### src/rtl/store_dep_pkg.sv
package store_dep_pkg;

  typedef enum logic [1:0] {
    DEP_NONE = 2'd0,
    DEP_FWD  = 2'd1,
    DEP_WAIT = 2'd2
  } depKind_t;

  typedef struct packed {
    logic capture;
    logic clear;
  } dpStrobe_t;

  function automatic logic [3:0] sizeBytes(input logic [1:0] code);
    return 4'd1 << code;
  endfunction

endpackage

### src/rtl/store_dep_dp.sv
module store_dep_dp
  import store_dep_pkg::*;
#(
  parameter int DEPTH = 16,
  parameter int AW    = 16,
  localparam int IDXW = $clog2(DEPTH)
) (
  input  logic                clk,
  input  logic                rstN,
  input  dpStrobe_t           strobe,
  input  logic [IDXW-1:0]     loadIdx,
  input  logic [IDXW-1:0]     headIdx,
  input  logic [AW-1:0]       loadAddr,
  input  logic [1:0]          loadSize,
  input  logic                aliasPred,
  input  logic [DEPTH-1:0]    entValid,
  input  logic [DEPTH-1:0]    entStore,
  input  logic [DEPTH-1:0]    entAddrOk,
  input  logic [DEPTH-1:0]    entDataOk,
  input  logic [DEPTH*AW-1:0] entAddr,
  input  logic [DEPTH*2-1:0]  entSize,
  output logic                scanHit,
  output logic                scanWait,
  output logic [IDXW-1:0]     scanTag,
  output depKind_t            respKind,
  output logic [IDXW-1:0]     respTag
);

  logic [AW:0]       loadStart, loadEnd;
  logic [DEPTH-1:0]  conflict;
  logic [IDXW-1:0]   olderCnt;

  assign loadStart = {1'b0, loadAddr};
  assign loadEnd   = loadStart + (AW+1)'(sizeBytes(loadSize));
  assign olderCnt  = loadIdx - headIdx;

  for (genvar e = 0; e < DEPTH; e++) begin : g_slot
    logic [AW:0] slotStart, slotEnd;
    logic        overlap;
    assign slotStart = {1'b0, entAddr[e*AW +: AW]};
    assign slotEnd   = slotStart + (AW+1)'(sizeBytes(entSize[e*2 +: 2]));
    assign overlap   = (loadStart < slotEnd) && (slotStart < loadEnd);
    assign conflict[e] = entValid[e] && entStore[e] &&
                         (entAddrOk[e] ? overlap : aliasPred);
  end

  // Walk from the farthest older slot toward the load so the nearest one is assigned last.
  always_comb begin
    logic [IDXW-1:0] idx;
    scanHit  = 1'b0;
    scanWait = 1'b0;
    scanTag  = '0;
    for (int d = DEPTH-1; d >= 1; d--) begin
      idx = loadIdx - IDXW'(d);
      if ((d <= int'(olderCnt)) && conflict[idx]) begin
        scanHit  = 1'b1;
        scanTag  = idx;
        scanWait = !(entAddrOk[idx] && entDataOk[idx]);
      end
    end
  end

  always_ff @(posedge clk or negedge rstN) begin
    if (!rstN) begin
      respKind <= DEP_NONE;
      respTag  <= '0;
    end else if (strobe.capture) begin
      respKind <= !scanHit ? DEP_NONE : (scanWait ? DEP_WAIT : DEP_FWD);
      respTag  <= scanTag;
    end else if (strobe.clear) begin
      respKind <= DEP_NONE;
      respTag  <= '0;
    end
  end

endmodule

### src/rtl/store_dep_ctrl.sv
module store_dep_ctrl
  import store_dep_pkg::*;
#(
  parameter int DEPTH = 16,
  parameter int CNTW  = 4,
  localparam int IDXW = $clog2(DEPTH)
) (
  input  logic            clk,
  input  logic            rstN,
  input  logic            issueValid,
  input  logic            reissue,
  input  logic            scanHit,
  input  logic            scanWait,
  input  logic [IDXW-1:0] scanTag,
  output dpStrobe_t       strobe,
  output logic            respValid,
  output logic            matchChanged,
  output logic [CNTW-1:0] replayCount
);

  logic            savedHit;
  logic [IDXW-1:0] savedTag;

  assign strobe.capture = issueValid;
  assign strobe.clear   = !issueValid;

  always_ff @(posedge clk or negedge rstN) begin
    if (!rstN) begin
      respValid    <= 1'b0;
      matchChanged <= 1'b0;
      replayCount  <= '0;
      savedHit     <= 1'b0;
      savedTag     <= '0;
    end else if (issueValid) begin
      respValid <= 1'b1;
      savedHit  <= scanHit;
      savedTag  <= scanTag;
      if (reissue) begin
        matchChanged <= scanHit && (!savedHit || (scanTag != savedTag));
        if (scanWait && (replayCount != {CNTW{1'b1}}))
          replayCount <= replayCount + 1'b1;
      end else begin
        matchChanged <= 1'b0;
        replayCount  <= scanWait ? CNTW'(1) : '0;
      end
    end else begin
      respValid    <= 1'b0;
      matchChanged <= 1'b0;
    end
  end

endmodule

### src/rtl/store_dep_scan.sv
module store_dep_scan
  import store_dep_pkg::*;
#(
  parameter int DEPTH = 16,
  parameter int AW    = 16,
  parameter int CNTW  = 4,
  localparam int IDXW = $clog2(DEPTH)
) (
  input  logic                clk,
  input  logic                rstN,
  input  logic                issueValid,
  input  logic                reissue,
  input  logic [IDXW-1:0]     loadIdx,
  input  logic [IDXW-1:0]     headIdx,
  input  logic [AW-1:0]       loadAddr,
  input  logic [1:0]          loadSize,
  input  logic                aliasPred,
  input  logic [DEPTH-1:0]    entValid,
  input  logic [DEPTH-1:0]    entStore,
  input  logic [DEPTH-1:0]    entAddrOk,
  input  logic [DEPTH-1:0]    entDataOk,
  input  logic [DEPTH*AW-1:0] entAddr,
  input  logic [DEPTH*2-1:0]  entSize,
  output logic                respValid,
  output logic [1:0]          respKind,
  output logic [IDXW-1:0]     respTag,
  output logic                replayReq,
  output logic                matchChanged,
  output logic [CNTW-1:0]     replayCount
);

  dpStrobe_t       strobe;
  logic            scanHit, scanWait;
  logic [IDXW-1:0] scanTag;
  depKind_t        kindQ;

  store_dep_dp #(.DEPTH(DEPTH), .AW(AW)) u_dp (
    .clk(clk), .rstN(rstN), .strobe(strobe),
    .loadIdx(loadIdx), .headIdx(headIdx), .loadAddr(loadAddr),
    .loadSize(loadSize), .aliasPred(aliasPred),
    .entValid(entValid), .entStore(entStore), .entAddrOk(entAddrOk),
    .entDataOk(entDataOk), .entAddr(entAddr), .entSize(entSize),
    .scanHit(scanHit), .scanWait(scanWait), .scanTag(scanTag),
    .respKind(kindQ), .respTag(respTag)
  );

  store_dep_ctrl #(.DEPTH(DEPTH), .CNTW(CNTW)) u_ctrl (
    .clk(clk), .rstN(rstN), .issueValid(issueValid), .reissue(reissue),
    .scanHit(scanHit), .scanWait(scanWait), .scanTag(scanTag),
    .strobe(strobe), .respValid(respValid), .matchChanged(matchChanged),
    .replayCount(replayCount)
  );

  assign respKind  = kindQ;
  assign replayReq = (kindQ == DEP_WAIT);

endmodule

### config.mk
export PLATFORM = sky130hd
export DESIGN_NAME = store_dep_scan
export DESIGN_NICKNAME = d
export VERILOG_FILES = /design/src/rtl/store_dep_pkg.sv /design/src/rtl/store_dep_dp.sv /design/src/rtl/store_dep_ctrl.sv /design/src/rtl/store_dep_scan.sv
export SDC_FILE = /design/constraint.sdc
export NUM_CORES = 1
export LEC_CHECK = 0
export BUFFER_PORTS_ARGS = -buffer_cell sky130_fd_sc_hd__buf_4
export CORE_MARGIN = 4
export CORE_UTILIZATION = 40
export DETAILED_ROUTE_END_ITERATION = 8
export MAX_ROUTING_LAYER = met4
export PLACE_DENSITY = 0.72
export REMOVE_ABC_BUFFERS = 1
export SETUP_SLACK_MARGIN = 0.15
export SLEW_MARGIN = 10
export SYNTH_ARGS = -nofsm -noshare
export SYNTH_HDL_FRONTEND = slang
export SYNTH_SLANG_ARGS = --single-unit
export TNS_END_PERCENT = 20
### constraint.sdc
create_clock -name clk -period 1.5 [get_ports clk]
set_clock_uncertainty 0.05 [all_clocks]
set_input_delay 0.3 -clock clk [delete_from_list [all_inputs] [get_ports clk]]
set_output_delay 0.3 -clock clk [all_outputs]
set_load 0.03 [all_outputs]
==> results.md <==
* Overflow after GRT at 0
* PortBufs at 395
* Util after Layout at 0.6277
* Internal Power at 7.469 mW
* Dominant cells by area after synthesis: ha_1, xor2_1, a21oi_1, xnor2_1, nand2_1
* Max Used Layer: met4
* Filler Cell Count at 4,572
* Final GP Congestion at between 1 and 1.5
* Final Power at 14.59 mW
* Simple-gate area share of the yosys netlist at 0.2317
* Main combinational cell family by area after synthesis: adder cells
* Via count at ~27,000
* Multi-input logic area at 20,870 um^2
* DRT Pass-1 Iters at 6
* Combinational share of power at 0.917
* Clock power share at 0.036
* Synth cell types at 104
* Vias in the first global route at 26,200
* Xor/xnor cell area share of the yosys netlist at 0.1078
* Final nets at about 5,000
* Num rows at 83
* Die Width at 237.8 um
* Maximum clock frequency at 165.3 MHz
* Flop pwr share at 0.047
* Max Buffers Root-to-Sink at 2
* Post-synth ARST share at 1.000
* H-Tree Depth at 1
* Area grow syn2layout at 53.92%
* Compound-gate portion of the synthesized area at 0.2474
* CTS tree: built
* Slew margin rel. at 0.5279
* Yosys reg bits at 17
* Tot GR Track Use at 0.3357
* Yosys warns at 0
* Final hold vios at 0
* Arrival @ worst endpoint at 6.11 ns
* Die H at 237.8 um
* Worst-margin pin slew at 0.7081 ns
* Synth top cells by count: ha_1, a21oi_1, nand2_1
* Sw Pwr at a little over 7 mW
* Status: finished with violations
* # DRC at 0
* Dpl ws at -5.183 ns
* IO Count at 396
* Largest net degree at the start of global routing at 37
* CTS Buf Count at 3
* Share of the synthesized area in the top cell type at 0.3310
* Tmin final at 6.051 ns
* Top FF cell, synth: dfrtp_1
* Routed wire per std cell at about 21 um
* Mux cell area share after synthesis at 0.02451
* CP max FO at 4
* Core area at 51,820 um^2
* Length of routed met2 wiring at roughly 45 mm
* Met1 wire length at 40.18 mm
* Hold crit path type: in -> reg
* Clk_lat worst skew at 0.25 ns
* Register area at 425.4 um^2
* Dpl hpwl at 86.77 mm
* Post-route ant nets at 0
* RSZ-0062 raised after global routing: yes
* Final Slew Violations at 0
* Root Buffer: clkbuf_16
* Area leader, netlist: ha_1
* Worst vdd ir at just under 0.5 mV
* R2R Setup Slk at 0.09 ns
* Final setup violation count at 16
* WP data required at 1.56 ns
* PD cells at 448.5 nW/um^2
* Most frequent cell after synthesis: ha_1
* Worst Setup Slack, final at -4.551 ns
* Max-cap viol count at 0
* Crit share post-route at 4.034
* Sw frac at 0.4880
* Type of origin of the critical path: input pin
* Via/cell ratio at approximately 5.8
* Final WL at 98.53 mm
* First-pass GRT wire length at 146.5 mm
* Post-synthesis sequential area ratio at 0.02013
* Post-Syn Area at about 21,000 um^2
* Mean Syn Cell Area at 7.704 um^2
* Cell count after synthesis at 2,743
* Initial antenna violation count at 9
* Initial cell density of the core at 0.4078
* Clock sinks at 17
* Setup CP Type: in -> reg
* Iter 0 DRT Violations at 2,265
* Synth Area in Adders at 0.3480
* Clk slew on worst S/H paths at 0.05 ns
* Metal3 WL at 8.051 mm
* Die area at 56,570 um^2
* Number of synthesized flops with an enable pin at 0
* Layout cell share with drive strength beyond 1 at 0.3602
* CP endpoint kind: register
* Failing checks: negative setup slack
* Leakage at 16.19 nW
layout make-up:
cell class / count / share of cell area
clock inverter: 1 / 0.0001539
clock buffer: 3 / 0.002308
tap: 680 / 0.02616
timing repair buffer: 1304 / 0.3078
sequential: 17 / 0.01308
inverter: 68 / 0.007847
multi-input combinational: 2621 / 0.6418
antenna: 12 / 0.0009232
final timing paths:
path,start,end,cells past startpoint
hold / removal,issueValid,u_ctrl.respValid,2
max in group asynchronous,rstN,u_ctrl.savedTag[1],2
setup reg to reg,u_ctrl.savedTag[3],u_ctrl.matchChanged,3
setup / recovery,loadSize[0],u_ctrl.matchChanged,26
hold reg to reg,u_ctrl.savedTag[0],u_ctrl.savedTag[0],1
min in group asynchronous,rstN,u_ctrl.replayCount[3],2
worst max-delay path, stage by stage:
cell       delay (ns)
buf_8            0.10
nor2b_4          0.13
ha_4             0.25
a21o_1           0.12
a21oi_2          0.08
nor2b_4          0.12
o2111a_2         0.24
and2_4           0.17
nand4_1          0.15
xor2_2           0.24
ha_1             0.32
nand4_1          0.18
or4_1            0.54
o32a_1           0.40
a211oi_2         0.32
a221oi_2         0.13
a31oi_2          0.24
a22oi_2          0.13
mux2i_2          0.23
nor2_1           0.08
o311a_1          0.37
o211ai_1         0.30
a41oi_2          0.18
or3_1            0.36
a2111oi_2        0.30
a311oi_1         0.13
power groups by stage:
stage | Combinational (mW) | Sequential [mW] | Clock, mW
2_1_floorplan | 5.78 | 0.865 | 0
3_3_place_gp | 12.4 | 0.678 | 0
3_5_place_dp | 12.6 | 0.683 | 0
4_1_cts | 13.0 | 0.676 | 0.535
5_1_grt | 14.5 | 0.697 | 0.551
6_report | 13.4 | 0.680 | 0.532
timing repair:
item / CTS / global route
buffers inserted: 9 / 8
pin swaps: 35 / 38
setup endpoints to repair: 16 / 16
hold buffers: 1 / 0
resized for setup: 57 / 42
endpoints found under the hold margin: 17 / 0
routing by layer:
metal | vias up | GRT usage
li1 | 13100 | -
met1 | 12780 | 0.4231
met2 | 1229 | 0.5552
met3 | 300 | 0.03398
met4 | 0 | 0.1300
met5 | - | -
cell families (layout without fill, tap and decap cells):
kind of cell	Yosys count	after routing
AND/OR/NAND/NOR	961	961
XOR/XNOR	260	260
adder cells (fa/ha/maj)	577	577
other	0	12
multiplexers	48	48
buffers and inverters	105	1376
flip-flops	17	17
AO/OA/AOI/OAI	775	775
metrics by stage:
step / cells / area [um^2] / hold slack, ns / TNS [ns]
after floorplan: 2706 / 20960 / -0.04559 / -74.13
after global placement: 4672 / 31770 / 0.1266 / -77.07
after detailed placement: 4672 / 31770 / 0.1288 / -78.79
after CTS: 4686 / 32220 / 0.3074 / -69.35
after global routing: 4703 / 32520 / 0.3268 / -72.56
final: 4706 / 32530 / 0.3139 / -69.15
layout by cell type (no fill, tap or decap), drive strengths merged, types with 21 or more instances in the layout:
cell	instances
buf	1303
ha	559
a21oi	243
nand2	233
nor2	183
xor2	147
o21ai	137
nand3	134
xnor2	113
a21o	110
nand4	100
nor2b	74
inv	66
nor3	49
a211oi	41
mux2i	39
and2	38
nand2b	28
and3	27
a31oi	26
o21a	22
o211ai	21
flip-flops by register name (all words and copies together) (netlist names):
name / count
u_ctrl.matchChanged: 1
u_ctrl.respValid: 1
u_ctrl.savedTag: 4
u_dp.respTag: 4
u_dp.respKind: 2
u_ctrl.savedHit: 1
u_ctrl.replayCount: 4
Note: power is estimated with default switching activity, not from simulation.
